**src/rtl/pw_pkg.sv**
```systemverilog
package pw_pkg;

    localparam int BYTE_BITS      = 8;
    localparam int SR_COMMIT_BITS = 16;
    localparam int ARRAY_MIN_BITS = 32;

    typedef enum logic [1:0] {
        PW_IDLE = 2'd0,
        PW_FILL = 2'd1,
        PW_PROG = 2'd2
    } pw_state_e;

    typedef enum logic {
        PW_ARRAY  = 1'b0,
        PW_STATUS = 1'b1
    } pw_kind_e;

    typedef struct packed {
        logic                 full;
        logic [BYTE_BITS-1:0] data;
    } pw_slot_t;

    function automatic logic on_byte_edge(input logic [2:0] low3);
        return low3 == 3'd0;
    endfunction

endpackage

```
**src/rtl/pw_slot_buffer.sv**
```systemverilog
module pw_slot_buffer
    import pw_pkg::*;
#(
    parameter int PAGE_BYTES = 32,
    localparam int PW = $clog2(PAGE_BYTES)
) (
    input  logic                 clk,
    input  logic                 rst,
    input  logic                 load_en,
    input  logic [PW-1:0]        load_off,
    input  logic                 wr_en,
    input  logic [BYTE_BITS-1:0] wr_data,
    input  logic [PW-1:0]        rd_idx,
    output pw_slot_t             rd_slot,
    output logic                 any_byte
);

    logic [PW-1:0]   ptr;
    pw_slot_t        slots [PAGE_BYTES];
    logic [PAGE_BYTES-1:0] full_vec;

    always_ff @(posedge clk) begin
        if (rst) begin
            ptr <= '0;
        end else if (load_en) begin
            ptr <= load_off;
        end else if (wr_en) begin
            ptr <= ptr + 1'b1;
        end
    end

    for (genvar i = 0; i < PAGE_BYTES; i++) begin : g_slot
        always_ff @(posedge clk) begin
            if (rst || load_en) begin
                slots[i] <= '0;
            end else if (wr_en && ptr == PW'(i)) begin
                slots[i].full <= 1'b1;
                slots[i].data <= wr_data;
            end
        end
        assign full_vec[i] = slots[i].full;
    end

    assign rd_slot  = slots[rd_idx];
    assign any_byte = |full_vec;

endmodule

```
**src/rtl/pw_commit_gate.sv**
```systemverilog
module pw_commit_gate
    import pw_pkg::*;
#(
    parameter int CNT_W = 16
) (
    input  pw_kind_e         kind,
    input  logic [CNT_W-1:0] bit_count,
    input  logic             wel,
    input  logic             sr_lock,
    input  logic             any_byte,
    output logic             accept
);

    logic array_ok;
    logic status_ok;

    always_comb begin
        array_ok  = on_byte_edge(bit_count[2:0]) &&
                    (bit_count >= CNT_W'(ARRAY_MIN_BITS));
        status_ok = (bit_count == CNT_W'(SR_COMMIT_BITS)) && !sr_lock;
        accept    = wel && any_byte &&
                    ((kind == PW_STATUS) ? status_ok : array_ok);
    end

endmodule

```
**src/rtl/pw_prog_sequencer.sv**
```systemverilog
module pw_prog_sequencer #(
    parameter int PROG_CYCLES = 500000,
    parameter int PAGE_BYTES  = 32,
    localparam int PW     = $clog2(PAGE_BYTES),
    localparam int CW     = $clog2(PROG_CYCLES + 1),
    localparam int SCAN_N = (PROG_CYCLES < PAGE_BYTES) ? PROG_CYCLES : PAGE_BYTES
) (
    input  logic          clk,
    input  logic          rst,
    input  logic          launch,
    output logic          busy,
    output logic          first,
    output logic          last,
    output logic          scan_on,
    output logic [PW-1:0] scan_idx
);

    logic [CW-1:0] cnt;

    always_ff @(posedge clk) begin
        if (rst) begin
            busy <= 1'b0;
            cnt  <= '0;
        end else if (busy) begin
            if (cnt == CW'(PROG_CYCLES - 1)) begin
                busy <= 1'b0;
                cnt  <= '0;
            end else begin
                cnt <= cnt + 1'b1;
            end
        end else if (launch) begin
            busy <= 1'b1;
            cnt  <= '0;
        end
    end

    assign first    = busy && (cnt == '0);
    assign last     = busy && (cnt == CW'(PROG_CYCLES - 1));
    assign scan_on  = busy && (cnt < CW'(SCAN_N));
    assign scan_idx = cnt[PW-1:0];

endmodule

```
**src/rtl/page_write_engine.sv**
```systemverilog
module page_write_engine
    import pw_pkg::*;
#(
    parameter int AW          = 13,
    parameter int PAGE_BYTES  = 32,
    parameter int CNT_W       = 16,
    parameter int PROG_CYCLES = 500000,
    localparam int PW = $clog2(PAGE_BYTES)
) (
    input  logic                 clk,
    input  logic                 rst,
    input  logic                 start_valid,
    input  logic                 start_kind,
    input  logic [AW-1:0]        start_addr,
    input  logic                 byte_valid,
    input  logic [BYTE_BITS-1:0] byte_data,
    input  logic                 cs_rise,
    input  logic [CNT_W-1:0]     bit_count,
    input  logic                 wel,
    input  logic                 sr_lock,
    input  logic [AW:0]          prot_limit,
    output logic                 arr_we,
    output logic [AW-1:0]        arr_addr,
    output logic [BYTE_BITS-1:0] arr_wdata,
    output logic                 sr_we,
    output logic [BYTE_BITS-1:0] sr_wdata,
    output logic                 wip,
    output logic                 wel_clr
);

    pw_state_e            state;
    pw_kind_e             kind_q;
    logic [AW-PW-1:0]     page_q;
    logic [AW:0]          lim_q;
    logic [BYTE_BITS-1:0] sr_q;

    logic     buf_load, buf_wr, any_byte, accept, launch;
    logic     busy, first, last, scan_on;
    logic [PW-1:0] scan_idx;
    pw_slot_t rd_slot;

    assign buf_load = (state != PW_PROG) && start_valid;
    assign buf_wr   = (state == PW_FILL) && !start_valid && !cs_rise && byte_valid;
    assign launch   = (state == PW_FILL) && !start_valid && cs_rise && accept;

    pw_slot_buffer #(.PAGE_BYTES(PAGE_BYTES)) u_buf (
        .clk      (clk),
        .rst      (rst),
        .load_en  (buf_load),
        .load_off (start_addr[PW-1:0]),
        .wr_en    (buf_wr),
        .wr_data  (byte_data),
        .rd_idx   (scan_idx),
        .rd_slot  (rd_slot),
        .any_byte (any_byte)
    );

    pw_commit_gate #(.CNT_W(CNT_W)) u_gate (
        .kind      (kind_q),
        .bit_count (bit_count),
        .wel       (wel),
        .sr_lock   (sr_lock),
        .any_byte  (any_byte),
        .accept    (accept)
    );

    pw_prog_sequencer #(.PROG_CYCLES(PROG_CYCLES), .PAGE_BYTES(PAGE_BYTES)) u_seq (
        .clk      (clk),
        .rst      (rst),
        .launch   (launch),
        .busy     (busy),
        .first    (first),
        .last     (last),
        .scan_on  (scan_on),
        .scan_idx (scan_idx)
    );

    always_ff @(posedge clk) begin
        if (rst) begin
            state  <= PW_IDLE;
            kind_q <= PW_ARRAY;
            page_q <= '0;
            lim_q  <= '0;
            sr_q   <= '0;
        end else begin
            case (state)
                PW_IDLE: begin
                    if (start_valid) begin
                        state  <= PW_FILL;
                        kind_q <= pw_kind_e'(start_kind);
                        page_q <= start_addr[AW-1:PW];
                    end
                end
                PW_FILL: begin
                    if (start_valid) begin
                        kind_q <= pw_kind_e'(start_kind);
                        page_q <= start_addr[AW-1:PW];
                    end else if (cs_rise) begin
                        if (accept) begin
                            state <= PW_PROG;
                            lim_q <= prot_limit;
                        end else begin
                            state <= PW_IDLE;
                        end
                    end else if (byte_valid) begin
                        sr_q <= byte_data;
                    end
                end
                PW_PROG: begin
                    if (last) begin
                        state <= PW_IDLE;
                    end
                end
                default: state <= PW_IDLE;
            endcase
        end
    end

    always_comb begin
        arr_addr  = {page_q, scan_idx};
        arr_wdata = rd_slot.data;
        arr_we    = scan_on && (kind_q == PW_ARRAY) && rd_slot.full &&
                    ({1'b0, arr_addr} < lim_q);
        sr_we     = first && (kind_q == PW_STATUS);
        sr_wdata  = sr_q;
        wip       = busy;
        wel_clr   = last;
    end

endmodule

```
**config.mk**
```make
export PLATFORM = sky130hd
export DESIGN_NAME = page_write_engine
export DESIGN_NICKNAME = d
export VERILOG_FILES = /design/src/rtl/pw_pkg.sv /design/src/rtl/pw_slot_buffer.sv /design/src/rtl/pw_commit_gate.sv /design/src/rtl/pw_prog_sequencer.sv /design/src/rtl/page_write_engine.sv
export SDC_FILE = /design/constraint.sdc
export NUM_CORES = 1
export LEC_CHECK = 0
export BUFFER_PORTS_ARGS = -buffer_cell sky130_fd_sc_hd__buf_4
export CAP_MARGIN = 25
export CORE_MARGIN = 5
export CORE_UTILIZATION = 50
export CTS_CLUSTER_DIAMETER = 200
export DETAILED_ROUTE_END_ITERATION = 7
export PLACE_DENSITY = 0.7
export REMOVE_ABC_BUFFERS = 1
export SYNTH_ARGS = -nofsm -noshare
export SYNTH_HDL_FRONTEND = slang
export SYNTH_SLANG_ARGS = --single-unit
```
**constraint.sdc**
```tcl
create_clock -name clk -period 2.6 [get_ports clk]
set_input_delay 0.52 -clock clk [delete_from_list [all_inputs] [get_ports clk]]
set_output_delay 0.52 -clock clk [all_outputs]
set_load 0.005 [all_outputs]
```
==> results.tsv <==
stage	metric	value	unit
clock_network	Longest Clk Path Bufs	3	
worst_setup_path	r2r setup slk	0.27	ns
logic_synthesis	share of synthesized area occupied by flip-flops and latches	0.603	
pwr	Static Leak	7.14	nW
worst_setup_path	source of the worst register-to-register timing path	state[1]	
clock_network	number of H-tree branching levels	2	
clock_network	number of clock sinks	351	
worst_setup_path	worst reg2reg endpoint	u_buf.slots[16][5]	
timing	number of endpoints failing setup at the final stage	9	
worst_setup_path	startpoint kind of the worst setup timing path	flop	
placed_design	count of placed standard cells including taps	1731	
pwr	total power density per cell area	639	nW/um^2
logic_synthesis	synthesis-stage register bit count	351	
placed_design	# port buffers	91	
worst_hold_path	class of the most critical hold timing path	in -> reg	
pwr	Gate power share	0.050	
route	average wire per standard cell	23.5	um
pwr	Flop pwr share	0.516	
timing	setup repair after global routing missed its margin	yes	
logic_synthesis	post-synthesis adder-cell area fraction	0.0152	
run_status	failing checks	setup timing	
timing	clock skew after layout	0.0309	ns
logic_synthesis	yosys warns	0	
layout	post-route cell area	19400	um^2
logic_synthesis	Avg Inst Size Synth	13.5	um^2
worst_hold_path	start point of the worst hold path	start_addr[9]	
logic_synthesis	instance count of the mapped netlist	1216	
layout	most frequent standard cell in the layout excluding fill and tap cells	sky130_fd_sc_hd__edfxtp_1	
placed_design	cell area reported after detailed placement	17900	um^2
pwr	Power Internal	9.69	mW
pwr	switching share of total power	0.217	
die	number of placed I/O pins	92	
timing	final cycle utilization of the critical path	1.24	
timing	minimum period implied by the final worst setup slack	3.23	ns
layout	share of post-route cells with drive strength above 1	0.261	
clock_network	clock tree from TritonCTS	built	
worst_setup_path	crit path DAT	2.71	ns
timing	max-slew violations	0	
pwr	Net Sw Power	2.69	mW
worst_setup_path	length in cells of the worst reg-to-reg path	5	
clock_network	Clk pin slew, worst setup/hold paths	0.06	ns
die	Die Y	191	um
clock_network	Worst-Skew Late Latency	0.54	ns
pwr	maximum ir drop on the vdd rail	459	uV
grt	global-route track usage on met3	0.0573	
grt	vias in the first global route	10180	
logic_synthesis	main combinational cell family by area after synthesis	simple AND/OR/NAND/NOR gates	
logic_synthesis	main flop type after synthesis	sky130_fd_sc_hd__edfxtp_1	
logic_synthesis	share of cell area taken by muxes after synthesis	0.130	
worst_hold_path	terminating pin of the worst hold path	page_q[4]	
clock_network	number of buffers inserted during clock tree synthesis	38	
grt	met2 Resource Use GR	0.350	
logic_synthesis	fraction of synthesis flops using an asynchronous set or reset pin	0	
die	die extent in x	191	um
worst_setup_path	classification of the worst setup path	reg -> out	
route	first-pass detailed-route iteration total	7	
grt	first-pass GRT wire length	62300	um
layout	Final Net Count	1417	
logic_synthesis	Compound-Gate Fraction of Synth Area	0.0545	
route	Detailed Route Iter0 Violations	1061	
timing	post-route worst setup slack	-0.629	ns
logic_synthesis	simple logic cell fraction of the synthesized area	0.166	
timing	number of hold-slack violations in the final timing report	0	
layout	count of antenna diodes in the layout	0	
logic_synthesis	Post-Synthesis Cell Area	16400	um^2
grt	antenna violations before repair	0	
layout	final-layout fill cell count	2502	
grt	total routing usage reported by global routing	0.225	
layout	Non-Filler Instances	1808	
die	area of the die	36600	um^2
worst_setup_path	required time at the endpoint of the critical path	2.08	ns
grt	pin count of the biggest net entering global routing	59	
run_status	result of the run	finished with violations	
grt	total congestion overflow after global routing	0	
timing	highest achievable clock rate	310	MHz
logic_synthesis	XOR/XNOR share of the synthesized area	0.00160	
route	number of design rule violations left after detail routing	0	
layout	Layout area overhead	18.0	%
layout	leading cell types in the layout, fill and taps excluded	sky130_fd_sc_hd__edfxtp_1 (287), sky130_fd_sc_hd__and2_1 (258), sky130_fd_sc_hd__buf_4 (153)	
die	effective utilization at floorplan	0.506	
placed_design	DP HPWL	28600	um
worst_setup_path	maximum fanout count along the critical path	5	
route	Final ANT Viol Nets	0	
logic_synthesis	Distinct cells, synth	51	
worst_hold_path	hold path depth	3	
route	total wire length	42400	um
pwr	clock network fraction of total power	0.434	
placed_design	placer's final routability congestion estimate	0.927	
die	Rows	66	
job	max_cap viols	0	
logic_synthesis	count of flip-flops with a built-in enable after synthesis	287	
route	number of vias after detailed routing	10592	
grt	layer with the highest usage	met2	
timing	Least-Margin Pin Slew	0.660	ns
route	detail-routed via count per cell	5.86	
clock_network	root buf cell	sky130_fd_sc_hd__clkbuf_16	
grt	met1 Track Usage GR	0.324	
die	placeable core area	32500	um^2
worst_setup_path	Worst Setup End Kind	primary output	
timing	remaining max-slew budget at the tightest pin	0.556	
==> power groups by stage <==
stage	Clock (mW)	Sequential, mW	Combinational, mW
floorplan	0	6.44	0.267
finish	5.37	6.39	0.621
CTS	5.44	6.38	0.614
global route	5.68	6.40	0.662
global placement	0	6.50	0.585
detailed placement	0	6.49	0.603
==> metal layers <==
metal | vias up | part of all wire
met2 | 552 | 0.46
met3 | 42 | 0.11
met5 | - | 0
met1 | 5244 | 0.42
li1 | 4754 | -
met4 | 0 | 0.019
==> kinds of logic after synthesis <==
group,count (synthesis)
AND/OR/NAND/NOR,480
XOR/XNOR,3
AO/OA/AOI/OAI,150
flip-flops,351
buffers and inverters,113
adder cells (fa/ha/maj),20
multiplexers,99
==> worst max-delay path: stages, from the launching register on <==
cell	delay (ns)
sky130_fd_sc_hd__dfxtp_4	0.38
sky130_fd_sc_hd__buf_8	0.16
sky130_fd_sc_hd__clkbuf_16	0.16
sky130_fd_sc_hd__mux4_2	0.48
sky130_fd_sc_hd__mux4_2	0.57
sky130_fd_sc_hd__mux2_4	0.30
sky130_fd_sc_hd__buf_6	0.12
==> cell type report <==
| cell class | instances | area, um^2 | share of cell area |
|---|---|---|---|
| clock buffer | 53 | 1100 | 0.0567 |
| multi-input combinational | 752 | 6080 | 0.314 |
| inverter | 22 | 82.6 | 0.00426 |
| timing repair buffer | 173 | 1510 | 0.0778 |
| tap | 442 | 553 | 0.0285 |
| sequential | 351 | 9910 | 0.511 |
| clock inverter | 15 | 144 | 0.00743 |
==> worst max path at each step <==
stage,startpoint,to,slack [ns],cells past startpoint
floorplan,flop,arr_wdata[0],-2.33,3
global placement,flop,arr_wdata[4],-0.07,5
detailed placement,flop,arr_wdata[4],-0.11,5
CTS,flop,arr_wdata[4],-0.63,5
global route,flop,arr_wdata[6],-0.70,6
finish,flop,arr_wdata[3],-0.63,6
==> cells in the mapped netlist (all sizes together) (3+ instances only) <==
| library cell | count | area [um^2] |
|---|---|---|
| inv | 22 | 82.6 |
| a211oi | 4 | 30.0 |
| a31oi | 4 | 25.0 |
| o211ai | 5 | 37.5 |
| clkbuf | 66 | 248 |
| o21ai | 54 | 270 |
| a311oi | 15 | 131 |
| dfxtp | 64 | 1280 |
| nor3b | 4 | 35.0 |
| mux2 | 8 | 90.1 |
| nand2b | 8 | 50.1 |
| nor3 | 8 | 40.0 |
| nor2 | 50 | 238 |
| nor4b | 3 | 26.3 |
| ha | 20 | 250 |
| nor2b | 7 | 43.8 |
| buf | 25 | 155 |
| and3 | 4 | 25.0 |
| nor4 | 13 | 81.3 |
| and2 | 258 | 1610 |
| a21oi | 49 | 245 |
| a21o | 4 | 30.0 |
| nand2 | 67 | 251 |
| o31ai | 4 | 30.0 |
| mux4 | 90 | 2030 |
| nand3 | 38 | 190 |
| edfxtp | 287 | 8620 |
| nand4 | 13 | 81.3 |
==> stage by stage <==
stage	TNS, ns	setup slack, ns	power (mW)	hold WS, ns	util
CTS	-5.50	-0.631	12.4	0.238	0.591
global route	-5.99	-0.697	12.7	0.251	0.597
finish	-5.47	-0.629	12.4	0.252	0.597
global placement	-0.425	-0.0747	7.08	0.446	0.550
floorplan	-121.66	-2.33	6.70	0.447	-
detailed placement	-0.650	-0.105	7.09	0.456	0.550
==> registers in the layout (all words and copies together) (netlist names), named ones only <==
| register | flops |
|---|---|
| u_buf.slots | 288 |
| u_seq.cnt | 19 |
| lim_q | 14 |
| page_q | 8 |
| sr_wdata | 8 |
| u_buf.ptr | 5 |
| state | 2 |
| kind_q | 1 |
| u_seq.busy | 1 |
==> timing repair <==
item / in CTS / in global routing
gates cloned: 0 / 6
hold endpoints to repair: 0 / 0
resized for setup: 16 / 6
hold buffers: 0 / 0
setup endpoints to repair: 9 / 10
buffers inserted: 0 / 3
(Power assumes the default switching activity.)
